[config.mk]
export PLATFORM = sky130hd
export DESIGN_NAME = hs_mux
export DESIGN_NICKNAME = d
export VERILOG_FILES = /design/src/rtl/hs_mux_pkg.sv /design/src/rtl/hs_mux_guard.sv /design/src/rtl/hs_mux_fsm.sv /design/src/rtl/hs_mux_dreg.sv /design/src/rtl/hs_mux.sv
export SDC_FILE = /design/constraint.sdc
export NUM_CORES = 1
export LEC_CHECK = 0
export BUFFER_PORTS_ARGS = -buffer_cell sky130_fd_sc_hd__clkbuf_2
export CORE_UTILIZATION = 48
export CTS_BUF_LIST = sky130_fd_sc_hd__clkbuf_8
export DETAILED_ROUTE_END_ITERATION = 8
export PLACE_DENSITY = 0.92
export SLEW_MARGIN = 20
export SYNTH_ARGS = -nofsm -noshare
export SYNTH_HDL_FRONTEND = slang
export SYNTH_SLANG_ARGS = --single-unit
[constraint.sdc]
create_clock -name clk -period 1.5 [get_ports clk]
set_input_delay 0.15 -clock clk [delete_from_list [all_inputs] [get_ports clk]]
set_output_delay 0.15 -clock clk [all_outputs]
set_load 0.01 [all_outputs]
[src/rtl/hs_mux_pkg.sv]
package hs_mux_pkg;

    typedef enum logic [2:0] {
        ST_IDLE  = 3'd0,
        ST_LOAD  = 3'd1,
        ST_RAISE = 3'd2,
        ST_FALL  = 3'd3,
        ST_HOLD  = 3'd4
    } mux_st_e;

    typedef enum logic {
        SRC_A = 1'b0,
        SRC_B = 1'b1
    } mux_src_e;

    typedef struct packed {
        mux_st_e  st;
        mux_src_e src;
        logic     c_req;
        logic     a_ack;
        logic     b_ack;
    } fsm_regs_t;

endpackage

[src/rtl/hs_mux_guard.sv]
module hs_mux_guard (
    input  logic clk,
    input  logic rst_n,
    input  logic a_req,
    input  logic b_req,
    output logic err
);
    logic err_d;
    logic err_q;

    always_comb begin
        err_d = err_q | (a_req & b_req);
    end

    always_ff @(posedge clk or negedge rst_n) begin
        if (!rst_n) begin
            err_q <= 1'b0;
        end else begin
            err_q <= err_d;
        end
    end

    assign err = err_q;
endmodule

[src/rtl/hs_mux_fsm.sv]
module hs_mux_fsm
    import hs_mux_pkg::*;
(
    input  logic clk,
    input  logic rst_n,
    input  logic a_req,
    input  logic b_req,
    input  logic c_ack,
    output logic c_req,
    output logic a_ack,
    output logic b_ack,
    output logic load,
    output logic pick_b,
    output logic clear
);
    fsm_regs_t r_d;
    fsm_regs_t r_q;
    logic      own_req;

    always_comb begin
        r_d     = r_q;
        load    = 1'b0;
        pick_b  = 1'b0;
        clear   = 1'b0;
        own_req = (r_q.src == SRC_A) ? a_req : b_req;
        case (r_q.st)
            ST_IDLE: begin
                if (a_req || b_req) begin
                    load   = 1'b1;
                    pick_b = !a_req;
                    r_d.src = a_req ? SRC_A : SRC_B;
                    r_d.st  = ST_LOAD;
                end
            end
            ST_LOAD: begin
                r_d.c_req = 1'b1;
                r_d.st    = ST_RAISE;
            end
            ST_RAISE: begin
                if (c_ack) begin
                    r_d.c_req = 1'b0;
                    if (r_q.src == SRC_A) begin
                        r_d.a_ack = 1'b1;
                    end else begin
                        r_d.b_ack = 1'b1;
                    end
                    r_d.st = ST_FALL;
                end
            end
            ST_FALL: begin
                if (!c_ack) begin
                    clear  = 1'b1;
                    r_d.st = ST_HOLD;
                end
            end
            ST_HOLD: begin
                if (!own_req) begin
                    r_d.a_ack = 1'b0;
                    r_d.b_ack = 1'b0;
                    r_d.st    = ST_IDLE;
                end
            end
            default: begin
                r_d = '0;
            end
        endcase
    end

    always_ff @(posedge clk or negedge rst_n) begin
        if (!rst_n) begin
            r_q <= '0;
        end else begin
            r_q <= r_d;
        end
    end

    assign c_req = r_q.c_req;
    assign a_ack = r_q.a_ack;
    assign b_ack = r_q.b_ack;
endmodule

[src/rtl/hs_mux_dreg.sv]
module hs_mux_dreg #(
    parameter int DATA_W = 8
) (
    input  logic              clk,
    input  logic              rst_n,
    input  logic              load,
    input  logic              pick_b,
    input  logic              clear,
    input  logic [DATA_W-1:0] a_data,
    input  logic [DATA_W-1:0] b_data,
    output logic [DATA_W-1:0] q
);
    logic [DATA_W-1:0] q_d;
    logic [DATA_W-1:0] q_q;

    always_comb begin
        q_d = q_q;
        if (load) begin
            q_d = pick_b ? b_data : a_data;
        end else if (clear) begin
            q_d = '0;
        end
    end

    always_ff @(posedge clk or negedge rst_n) begin
        if (!rst_n) begin
            q_q <= '0;
        end else begin
            q_q <= q_d;
        end
    end

    assign q = q_q;
endmodule

[src/rtl/hs_mux.sv]
module hs_mux #(
    parameter int DATA_W = 8
) (
    input  logic              clk,
    input  logic              rst_n,
    input  logic              a_req,
    output logic              a_ack,
    input  logic [DATA_W-1:0] a_data,
    input  logic              b_req,
    output logic              b_ack,
    input  logic [DATA_W-1:0] b_data,
    output logic              c_req,
    input  logic              c_ack,
    output logic [DATA_W-1:0] c_data,
    output logic              proto_err
);
    logic load;
    logic pick_b;
    logic clear;

    hs_mux_fsm u_fsm (
        .clk    (clk),
        .rst_n  (rst_n),
        .a_req  (a_req),
        .b_req  (b_req),
        .c_ack  (c_ack),
        .c_req  (c_req),
        .a_ack  (a_ack),
        .b_ack  (b_ack),
        .load   (load),
        .pick_b (pick_b),
        .clear  (clear)
    );

    hs_mux_dreg #(.DATA_W(DATA_W)) u_dreg (
        .clk    (clk),
        .rst_n  (rst_n),
        .load   (load),
        .pick_b (pick_b),
        .clear  (clear),
        .a_data (a_data),
        .b_data (b_data),
        .q      (c_data)
    );

    hs_mux_guard u_guard (
        .clk   (clk),
        .rst_n (rst_n),
        .a_req (a_req),
        .b_req (b_req),
        .err   (proto_err)
    );
endmodule

Word-level counts from Yosys, hierarchy flattened
Index checks and enable logic that the tools add are counted.

cells by class
  equality and inequality tests = 10
  muxes and demuxes = 23
  bitwise operators = 5
  reduce and logical (&&, ||, !) cells = 12

operator list
  cell                                                 count
  2-to-1 mux 8 bit                                     3
  one-hot mux 3 bit (5 select lines)                   1
  2-to-1 mux 3 bit                                     4
  AND reduction 4 bit                                  3
  2-to-1 mux 1 bit                                     10
  != test 2 bit, second input constant                 4
  equality test 3 x 2 -> 1 bit, second input constant  2
  one-hot mux 2 bit (3 select lines)                   1
  OR reduction 3 bit                                   2
  2-to-1 mux 4 bit                                     1
  != test 2 x 1 -> 1 bit, second input constant        2
  AND reduction 2 bit                                  2
  OR reduction 4 bit                                   1
  equality test 3 x 1 -> 1 bit, second input constant  1
  equality test 3 bit, second input constant           1
  zero test 3 bit                                      1
  NOT 1 bit                                            3
  one-hot mux 1 bit (3 select lines)                   1
  2-to-1 mux 2 bit                                     1
  one-hot mux 1 bit (2 select lines)                   1
  nonzero test 2 bit                                   1
  AND 1 bit                                            1
  zero test 1 bit                                      1
  logical OR 1 bit                                     1
  bitwise OR 1 bit                                     1

word-level totals
  register bits = 16
  bits of input ports = 21
  logic and storage cells = 57

Depth between registers and ports, before layout
Gate-level depths: netlist of run 1.

  depth after elaboration = 5
  gate-level depth with buffers = 5

Hierarchy
Synthesis of run 1 repeated with hierarchy kept, for this count alone.

second synthesis, totals
  cells, all modules = 66
  area, all modules = 824.5 um^2

by module, submodules not included
  module        instances  cells an instance  area each (um^2)  sequential area each (um^2)
  hs_mux_dreg   1          27                 417.9             200.2
  hs_mux_fsm    1          37                 374.1             175.2
  hs_mux_guard  1          2                  32.5              25.0

Worst setup path after synthesis of run 1
Ideal clock, no wire load.

  path type = register to register
  from = reg u_fsm.r_q[4] (netlist bit)
  to = reg u_dreg.q_q[3], in the netlist u_dreg.q[3]
  library setup time = 0.132 ns
  data arrival time = 0.973 ns
  required time = 1.368 ns
  setup slack = 0.394 ns
  cell stages (with the launch flop) = 5
  buffers on the path = 1
  path through = dfrtp_1 buf_4 nor2_4 o211a_1 o22ai_1

on the way
  word-level cells in the longest chain between the ends = 4

ends and longest elaborated chain
  item                      line               source
  start: declaration        hs_mux_fsm.sv:17   fsm_regs_t r_q;
  start signal: assignment  hs_mux_fsm.sv:73   r_q <= r_d;
  zero test 3 bit           hs_mux_fsm.sv:26   case (r_q.st)
  2-to-1 mux 1 bit          hs_mux_fsm.sv:26
  2-to-1 mux 8 bit          hs_mux_dreg.sv:19  q_d = pick_b ? b_data : a_data;
  2-to-1 mux 8 bit          hs_mux_dreg.sv:18  if (load) begin
  end signal: assignment    hs_mux_dreg.sv:29  q_q <= q_d;
  end: declaration          hs_mux_dreg.sv:14  logic [DATA_W-1:0] q_q;

Parallel ways exist; a longest one is shown, timed or not.
A chain may end at the register's enable or synchronous reset.

Final worst setup path of run 1
  from = reg u_fsm.r_q[4] (netlist bit)
  to = reg u_dreg.q_q[1], in the netlist u_dreg.q[1]

The elaborated chain is that of the path after synthesis.

==> flow_metrics.env, run 1 <==
export IMPL_outcome="completed"
export IMPL_ys_seq_area_share_pct=52.9
export IMPL_worst_skew_pair_late_latency_ps=250
export IMPL_grt_pass1_vias=716
export IMPL_combPwrFrac_pct=37.2
export IMPL_via_per_inst=5.92
export IMPL_fin_setup_tns_ps=0
export IMPL_p_seq_share_pct=42.3
export IMPL_layout_worst_path_cycle_share_pct=89.8
export IMPL_die_height_um=41.7
export IMPL_dp_hpwl_mm=1.18
export IMPL_cts_setup_buffers=0
export IMPL_synthesis_area_sq_um=757
export IMPL_tritoncts_num_sinks=16
export IMPL_slew_headroom_pct=56.2
export IMPL_crit_type="reg2reg"
export IMPL_aggregate_global_route_resource_usage_pct=21.9
export IMPL_postSynthAreaPerCell_sq_um=10.5
export IMPL_drc=0
export IMPL_portBuffers=32
export IMPL_crit_arrival_ps=1470
export IMPL_via_count=716
export IMPL_critPathRequiredTime_ps=1630
export IMPL_drtPass1Iterations=4
export IMPL_post_route_cells_drive_above_1_share_pct=38.7
export IMPL_wire_per_inst_um=14.4
export IMPL_timing_hold_ws_ps=186
export IMPL_worst_clk_skew_ps=0.760
export IMPL_floorplan_die_width_um=41.7
export IMPL_cts_reportedPaths_clkPinSlew_ps=60
export IMPL_final_min_clock_period_ps=1350
export IMPL_synth_top_cell_by_area="sky130_fd_sc_hd__dfrtp_1"
export IMPL_synth_fp_nets=93
export IMPL_rows=13
export IMPL_final_net_count=128
export IMPL_num_io_pins=33
export IMPL_maximum_number_of_pins_on_one_net_before_global_route_repair=17
export IMPL_synth_lib_cells_used_distinct=22
export IMPL_gpl_final_weighted_congestion=0.813
export IMPL_timing_final_max_slew_violations=0
export IMPL_gr_total_overflow=0
export IMPL_peakVddDrop_mv=1.04
export IMPL_floorplan_core_area_sq_mm=0.00138
export IMPL_cts_buffers_inserted=3
export IMPL_cellLeakagePower_nw=0.491
export IMPL_yosys_top_cells_area="sky130_fd_sc_hd__dfrtp_1, sky130_fd_sc_hd__a22oi_1, sky130_fd_sc_hd__o22ai_1"
export IMPL_fill_cells=87
export IMPL_antenna_left=0
export IMPL_post_synth_top_area_fraction_pct=52.9
export IMPL_grt_pass1_wl_mm=2.97
export IMPL_post_synth_inst_count=72
export IMPL_detail_route_wirelength_mm=1.74
export IMPL_finalSetupViolations=0
export IMPL_ys_ff_latch=16
export IMPL_critPathCaptureType="flop"
export IMPL_antenna_cells_inserted=0
export IMPL_cts_root_buffer="sky130_fd_sc_hd__clkbuf_8"
export IMPL_drt_first_iter_violations=27
export IMPL_synthesis_yosys_warnings=0
export IMPL_crit_fanout=9
export IMPL_final_hold_violation_count=0
export IMPL_cts_tree="yes"
export IMPL_timing_worst_slew_pin_value_ps=656
export IMPL_switching_share_pct=37.8
export IMPL_floorplan_die_area_sq_mm=0.00174
export IMPL_clock_tree_htree_level_count=1
export IMPL_share_clk_of_total_power_pct=20.5
export IMPL_internal_power_mw=1.16
export IMPL_power_density_mw_per_mm2=1900
export IMPL_grt_setup_unrepaired="no"
export IMPL_layout_core_utilization_pct=71.1
export IMPL_start_util_pct=54.8
export IMPL_synthToLayoutAreaGrowth_pct=29.9
export IMPL_drv_max_cap_violation_count=0
export IMPL_power_switching_uw=704
export IMPL_maxClockFrequency_mhz=742
export IMPL_initial_antenna_violation_count=0
export IMPL_crit_path_start_kind="flop"
export IMPL_maximum_buffer_depth_of_the_clock_tree=2
export IMPL_hp_class="in2reg"
## through the flow
stage	std cells	total power, mW	setup WS, ps	instance area [sq um]
after global routing	121	1.99	64.6	983
after global placement	116	1.45	235	918
after detailed placement	116	1.47	221	918
after floorplan	72	1.24	394	757
after CTS	121	1.86	168	983
final	121	1.86	152	983
## sequential cells by signal (all words and copies together) (netlist names)
| signal | flops |
|---|---|
| u_dreg.q | 8 |
| u_fsm.a_ack | 1 |
| u_fsm.b_ack | 1 |
| u_fsm.c_req | 1 |
| u_fsm.r_q | 4 |
| u_guard.err | 1 |
## final timing paths
kind / slack (ps) / cells past startpoint / startpoint / endpoint
worst max-delay path: 150 / 3 / u_fsm.r_q[4] / u_dreg.q[1]
worst min-delay path: 190 / 2 / b_req / u_guard.err
worst max register to register: 150 / 3 / u_fsm.r_q[4] / u_dreg.q[1]
worst min register to register: 470 / 1 / u_guard.err / u_guard.err
max in group asynchronous: 880 / 2 / rst_n / u_fsm.b_ack
min in group asynchronous: 350 / 2 / rst_n / u_fsm.c_req
## layer usage
| layer | routed length, um | part of all wire (%) | GRT usage (%) |
|---|---|---|---|
| met5 | 0 | 0 | 0 |
| met4 | 30 | 1.7 | 9.68 |
| met3 | 108 | 6.2 | 4.78 |
| met2 | 826 | 47 | 36.6 |
| met1 | 776 | 45 | 26.9 |
## kinds of logic (layout without fill, tap and decap cells)
logic type / after synthesis / in the layout / synth area share [%]
AND/OR/NAND/NOR: 19 / 19 / 12.6
buffers and inverters: 7 / 41 / 4.79
AO/OA/AOI/OAI: 27 / 27 / 25.8
flip-flops: 16 / 16 / 52.9
multiplexers: 3 / 3 / 3.97
## synthesized netlist by cell type
cell	count
sky130_fd_sc_hd__o21ai_0	3
sky130_fd_sc_hd__nor3_1	2
sky130_fd_sc_hd__dfrtp_1	16
sky130_fd_sc_hd__o22ai_1	9
sky130_fd_sc_hd__o31ai_2	1
sky130_fd_sc_hd__a22o_2	2
sky130_fd_sc_hd__nand2b_1	1
sky130_fd_sc_hd__a22oi_1	8
sky130_fd_sc_hd__nor2_1	1
sky130_fd_sc_hd__nand4bb_1	1
sky130_fd_sc_hd__a21oi_1	1
sky130_fd_sc_hd__nand2_1	11
sky130_fd_sc_hd__buf_4	2
sky130_fd_sc_hd__inv_1	3
sky130_fd_sc_hd__nor2b_1	1
sky130_fd_sc_hd__mux2i_1	3
sky130_fd_sc_hd__nand3_1	1
sky130_fd_sc_hd__buf_2	2
sky130_fd_sc_hd__o41ai_1	1
sky130_fd_sc_hd__o211a_1	1
sky130_fd_sc_hd__nor2_4	1
sky130_fd_sc_hd__a21o_1	1
## critical path, stage by stage (launching register included)
cell                        delay (ps)
sky130_fd_sc_hd__dfrtp_1           550
sky130_fd_sc_hd__nand4bb_1         400
sky130_fd_sc_hd__nand2_1           190
sky130_fd_sc_hd__o22ai_1            90
## power by group through the flow
stage | registers, mW | logic [mW] | clock network (mW)
after floorplan | 0.791 | 0.449 | 0
after global placement | 0.781 | 0.664 | 0
after detailed placement | 0.783 | 0.689 | 0
after CTS | 0.783 | 0.694 | 0.382
after global routing | 0.815 | 0.773 | 0.403
final | 0.788 | 0.694 | 0.382
## area by class of cell
class	count	area, sq um	area share (%)
Sequential cell	16	400	40.7
Multi-Input combinational cell	49	320	32.6
Timing Repair Buffer	34	178	18.1
Clock buffer	4	55.1	5.60
Tap cell	15	18.8	1.91
Inverter	3	11.3	1.15
## cells in the final DEF (no fill, tap or decap), drive strengths merged, types with 2 or more instances in the layout
cell,synthesis,routed
o21ai,3,3
nor2,2,2
a22o,2,2
inv,3,3
dfrtp,16,16
nand2,11,11
o22ai,9,9
clkbuf,0,36
mux2i,3,3
a22oi,8,8
nor3,2,2
## timing repair
action / 4_1_cts / 5_1_grt
hold buffers: 1 / 0
gates resized for setup: 0 / 0
endpoints found under the hold margin: 16 / 0
No activity file was read; power rests on OpenSTA's default activity.
==> inputs of run 2 (changes only) <==
--- a/config.mk
+++ b/config.mk
@@ -10,6 +10,7 @@
 export CTS_BUF_LIST = sky130_fd_sc_hd__clkbuf_8
 export DETAILED_ROUTE_END_ITERATION = 8
 export PLACE_DENSITY = 0.92
+export RECOVER_POWER = 50
 export SLEW_MARGIN = 20
 export SYNTH_ARGS = -nofsm -noshare
 export SYNTH_HDL_FRONTEND = slang
==> run 2 against run 1 <==
  * Global-route usage unchanged
  * Sequential power about the same
  * Design area down 0.76%
  * Via count down 1.1%
  * Count of clock-buffer cells in the layout unchanged
  * Core utilization down 0.54 points
  * First-iteration DRC count down 33%
  * Sequential share of layout area up 0.31 points
  * Register-to-register slack about the same
  * Maximum frequency down 0.63%
  * Non-clock buffer count unchanged
  * Highest routed layer unchanged
==> flow_metrics.env, run 2 (same netlist as run 1, synthesis figures left out) <==
export IMPL_dp_hpwl_mm=1.18
export IMPL_launch_instance_of_the_worst_min_delay_path="b_req"
export IMPL_via_count=708
export IMPL_synthToLayoutAreaGrowth_pct=28.9
export IMPL_tritoncts_num_sinks=16
export IMPL_final_hold_violation_count=0
export IMPL_peakVddDrop_mv=1.01
export IMPL_detail_route_wirelength_mm=1.70
export IMPL_layout_worst_path_cycle_share_pct=90.4
export IMPL_worst_skew_pair_late_latency_ps=240
export IMPL_fin_ws_ps=144
export IMPL_grt_pass1_vias=716
export IMPL_layout_core_utilization_pct=70.6
export IMPL_share_clk_of_total_power_pct=20.4
export IMPL_mostFrequentLayoutCell="sky130_fd_sc_hd__clkbuf_2"
export IMPL_wire_per_inst_um=14.0
export IMPL_hold_bufs_at_cts=1
export IMPL_die_height_um=41.7
export IMPL_rows=13
export IMPL_clock_tree_htree_level_count=1
export IMPL_grt_setup_unrepaired="no"
export IMPL_drv_max_cap_violation_count=0
export IMPL_power_density_mw_per_mm2=1890
export IMPL_floorplan_die_area_sq_mm=0.00174
export IMPL_floorplan_core_area_sq_mm=0.00138
export IMPL_final_net_count=128
export IMPL_critPathRequiredTime_ps=1620
export IMPL_drtPass1Iterations=4
export IMPL_drc=0
export IMPL_num_io_pins=33
export IMPL_crit_type="reg2reg"
export IMPL_dpl_instance_area_sq_um=918
export IMPL_timing_worst_slew_pin_value_ps=823
export IMPL_slew_headroom_pct=45.1
export IMPL_final_min_clock_period_ps=1360
export IMPL_final_area_sq_um=976
export IMPL_drt_first_iter_violations=18
export IMPL_setup_worst_path_start="u_fsm.r_q[4]"
export IMPL_largest_reg_flops=8
export IMPL_cts_buffers_inserted=3
export IMPL_combPwrFrac_pct=36.9
export IMPL_gpl_final_weighted_congestion=0.813
export IMPL_aggregate_global_route_resource_usage_pct=21.9
export IMPL_floorplan_die_width_um=41.7
export IMPL_finalSetupViolations=0
export IMPL_timing_final_max_slew_violations=0
export IMPL_p_seq_share_pct=42.7
export IMPL_cts_reportedPaths_clkPinSlew_ps=60
export IMPL_outcome="completed"
export IMPL_internal_power_mw=1.15
export IMPL_number_of_gates_given_a_new_drive_strength_after_cts=0
export IMPL_cts_setup_buffers=0
export IMPL_cts_tree="yes"
export IMPL_cellLeakagePower_nw=0.473
export IMPL_gr_total_overflow=0
export IMPL_start_util_pct=54.8
export IMPL_initial_antenna_violation_count=0
export IMPL_grt_pass1_wl_mm=2.97
export IMPL_antenna_cells_inserted=0
export IMPL_finalPower_mw=1.84
export IMPL_via_per_inst=5.85
export IMPL_maximum_number_of_pins_on_one_net_before_global_route_repair=17
export IMPL_antenna_left=0
export IMPL_maximum_buffer_depth_of_the_clock_tree=2
export IMPL_crit_fanout=9
export IMPL_fill_cells=92
export IMPL_maxClockFrequency_mhz=737
export IMPL_switching_share_pct=37.6
export IMPL_post_route_cells_drive_above_1_share_pct=33.0
export IMPL_hp_class="in2reg"
export IMPL_crit_path_start_kind="flop"
export IMPL_regToRegStartpoint="u_fsm.r_q[4]"
export IMPL_crit_arrival_ps=1480
export IMPL_preCtsSetupSlack_ps=221
export IMPL_cts_root_buffer="sky130_fd_sc_hd__clkbuf_8"
export IMPL_critPathCaptureType="flop"
export IMPL_power_switching_uw=693
export IMPL_layout_common_cells="sky130_fd_sc_hd__clkbuf_2, sky130_fd_sc_hd__dfrtp_1, sky130_fd_sc_hd__nand2_1, sky130_fd_sc_hd__o22ai_1, sky130_fd_sc_hd__a22oi_1"
export IMPL_portBuffers=32
export IMPL_worst_clk_skew_ps=1.07
export IMPL_fin_setup_tns_ps=0
[run 2: changes by cell type in the layout (fill, tap and decap cells not counted)]
cell	before	now
sky130_fd_sc_hd__clkbuf_1	0	6
sky130_fd_sc_hd__clkbuf_2	32	26
[run 2: final timing paths]
path / slack (ps) / end / cells after the start
worst max-delay path: 140 / u_dreg.q[5] / 3
worst min-delay path: 190 / u_guard.err / 2
worst max register to register: 140 / u_dreg.q[5] / 3
worst min register to register: 470 / u_guard.err / 1
max in group asynchronous: 480 / u_fsm.r_q[3] / 2
min in group asynchronous: 510 / u_fsm.a_ack / 2
[run 2: cell type report]
class	instances	area [sq um]	area share [%]
Inverter	3	11.3	1.15
Multi-Input combinational cell	49	320	32.8
Timing Repair Buffer	34	170	17.4
Sequential cell	16	400	41.0
Tap cell	15	18.8	1.92
Clock buffer	4	55.1	5.64
[run 2: per-layer routing]
metal	track usage, %	vias to the layer above	part of all wire (%)
met2	36.6	42	47
met3	4.78	8	7.1
li1	-	336	-
met5	0	-	0
met1	26.9	322	43
met4	9.68	0	2.5
[run 2: metrics by stage]
step | hold slack, ps | instances
final | 189 | 121
after global routing | 205 | 121
after CTS | 190 | 121
after detailed placement | 88.2 | 116
after global placement | 87.9 | 116
after floorplan | -146 | 72
[run 2: critical path, cell delays in order (launching register included)]
cell and delay, ps:
sky130_fd_sc_hd__dfrtp_1 550, sky130_fd_sc_hd__nand4bb_1 410, sky130_fd_sc_hd__nand2_1 190, sky130_fd_sc_hd__o22ai_1 90
[run 2: power by group through the flow]
stage / clock network [mW] / logic [mW] / registers, mW
floorplan: 0 / 0.449 / 0.791
global placement: 0 / 0.664 / 0.781
detailed placement: 0 / 0.689 / 0.783
CTS: 0.382 / 0.694 / 0.783
global route: 0.403 / 0.761 / 0.815
finish: 0.376 / 0.680 / 0.785
==> inputs of run 3 (changes only) <==
--- a/config.mk
+++ b/config.mk
@@ -9,7 +9,7 @@
 export CORE_UTILIZATION = 48
 export CTS_BUF_LIST = sky130_fd_sc_hd__clkbuf_8
 export DETAILED_ROUTE_END_ITERATION = 8
-export PLACE_DENSITY = 0.92
+export PLACE_DENSITY = 0.78
 export RECOVER_POWER = 50
 export SLEW_MARGIN = 20
 export SYNTH_ARGS = -nofsm -noshare
==> constraint.sdc (replaced) <==
create_clock -name clk -period 1.5 [get_ports clk]
set_input_delay 0.225 -clock clk [delete_from_list [all_inputs] [get_ports clk]]
set_output_delay 0.225 -clock clk [all_outputs]
set_load 0.01 [all_outputs]
==> run 3 against run 2 <==
  * Sequential share of layout area decreased by 0.053 points
  * Core utilization increased by 0.091 points
  * Routed wire length decreased by 0.77%
  * Critical endpoint is now u_dreg.q[2]
==> flow_metrics.env, run 3 (same netlist as run 1, synthesis figures left out) <==
export IMPL_outcome="completed"
export IMPL_floorplan_die_width_um=41.7
export IMPL_cts_setup_buffers=0
export IMPL_worst_clk_skew_ps=0.602
export IMPL_peakVddDrop_mv=1.20
export IMPL_timing_worst_slew_pin_value_ps=817
export IMPL_gpl_final_weighted_congestion=0.750
export IMPL_finalSetupViolations=0
export IMPL_cts_reportedPaths_clkPinSlew_ps=60
export IMPL_power_density_mw_per_mm2=1880
export IMPL_grt_setup_unrepaired="no"
export IMPL_die_height_um=41.7
export IMPL_antenna_cells_inserted=0
export IMPL_final_hold_violation_count=0
export IMPL_critPathRequiredTime_ps=1610
export IMPL_cellLeakagePower_nw=0.477
export IMPL_crit_path_start_kind="flop"
export IMPL_launch_instance_of_the_worst_min_delay_path="c_ack"
export IMPL_grt_pass1_vias=650
export IMPL_wire_per_inst_um=13.9
export IMPL_synthToLayoutAreaGrowth_pct=29.1
export IMPL_finalPower_mw=1.83
export IMPL_final_net_count=128
export IMPL_fin_setup_tns_ps=0
export IMPL_cts_buffers_inserted=3
export IMPL_setup_reg_to_reg_worst_slack_ps=180
export IMPL_rows=13
export IMPL_mostFrequentLayoutCell="sky130_fd_sc_hd__clkbuf_2"
export IMPL_maxClockFrequency_mhz=757
export IMPL_setup_worst_path_start="u_fsm.r_q[4]"
export IMPL_post_route_cells_drive_above_1_share_pct=34.0
export IMPL_initial_antenna_violation_count=0
export IMPL_drv_max_cap_violation_count=0
export IMPL_via_per_inst=5.62
export IMPL_crit_arrival_ps=1440
export IMPL_portBuffers=32
export IMPL_start_util_pct=54.8
export IMPL_worstHoldPathCells=3
export IMPL_slew_headroom_pct=45.5
export IMPL_critPathCaptureType="flop"
export IMPL_maximum_number_of_pins_on_one_net_before_global_route_repair=17
export IMPL_largest_reg_flops=8
export IMPL_worst_skew_pair_late_latency_ps=240
export IMPL_final_area_sq_um=977
export IMPL_dpl_instance_area_sq_um=918
export IMPL_drt_first_iter_violations=21
export IMPL_floorplan_die_area_sq_mm=0.00174
export IMPL_layout_worst_path_cycle_share_pct=88.1
export IMPL_tritoncts_num_sinks=16
export IMPL_reg2reg_depth=3
export IMPL_worst_r2r_endpoint="u_dreg.q[2]"
export IMPL_layout_common_cells="sky130_fd_sc_hd__clkbuf_2, sky130_fd_sc_hd__dfrtp_1, sky130_fd_sc_hd__nand2_1, sky130_fd_sc_hd__o22ai_1, sky130_fd_sc_hd__a22oi_1"
export IMPL_timing_hold_ws_ps=271
export IMPL_drc=0
export IMPL_maximum_buffer_depth_of_the_clock_tree=2
export IMPL_hp_class="in2reg"
export IMPL_grt_pass1_wl_mm=2.89
export IMPL_cts_tree="yes"
export IMPL_aggregate_global_route_resource_usage_pct=21.5
export IMPL_num_io_pins=33
export IMPL_antenna_left=0
export IMPL_gr_total_overflow=0
export IMPL_drtPass1Iterations=4
export IMPL_floorplan_core_area_sq_mm=0.00138
export IMPL_final_min_clock_period_ps=1320
export IMPL_crit_type="reg2reg"
export IMPL_cts_root_buffer="sky130_fd_sc_hd__clkbuf_8"
export IMPL_dp_hpwl_mm=1.23
export IMPL_clock_tree_htree_level_count=1
export IMPL_regToRegStartpoint="u_fsm.r_q[4]"
export IMPL_timing_final_max_slew_violations=0
export IMPL_crit_fanout=9
export IMPL_hold_path_endpoint="u_fsm.r_q[5]"
export IMPL_via_count=680
export IMPL_detail_route_wirelength_mm=1.69
## run 3: cell type report
class / count / area [sq um]
clock buffer: 4 / 55.1
fill: 114 / 405
inverter: 3 / 11.3
multi-input combinational: 49 / 320
sequential: 16 / 400
tap: 15 / 18.8
timing repair buffer: 34 / 171
## run 3: through the flow
step / utilization [%] / setup WS [ps] / cells
2_1_floorplan: - / 394 / 72
3_3_place_gp: 66.4 / 235 / 116
3_5_place_dp: 66.4 / 197 / 116
4_1_cts: 71.1 / 184 / 121
5_1_grt: 70.7 / 55.4 / 121
6_report: 70.7 / 179 / 121
## run 3: worst max-delay path by stage
stage / to / slack (ps) / cells past startpoint
after global routing: u_dreg.q[2] / 60 / 3
after global placement: u_dreg.q[1] / 240 / 3
final: u_dreg.q[2] / 180 / 3
after CTS: u_dreg.q[2] / 180 / 3
after floorplan: u_dreg.q[3] / 390 / 4
after detailed placement: u_dreg.q[2] / 200 / 3
## run 3: critical path: stages, from the launching register on
cell and delay [ps]:
sky130_fd_sc_hd__dfrtp_1 530, sky130_fd_sc_hd__nand4bb_1 390, sky130_fd_sc_hd__nand2_1 180, sky130_fd_sc_hd__o22ai_1 100
## run 3: what timing repair did
action	in CTS	in global routing
endpoints found under the hold margin	16	0
gates resized for setup	0	0
hold buffers	1	0
## run 3: routing by layer
layer | track usage (%) | up-vias | part of all wire (%)
met3 | 5.22 | 2 | 4.3
met2 | 35.3 | 25 | 49
li1 | - | 336 | -
met5 | 0 | - | 0
met1 | 28.4 | 317 | 46
met4 | 5.81 | 0 | 0.71
## run 3: where the power goes
group	switching [mW]	leakage, nW	internal [mW]
Clock	0.139	0.0288	0.232
Combinational	0.373	0.251	0.310
Sequential	0.172	0.197	0.608
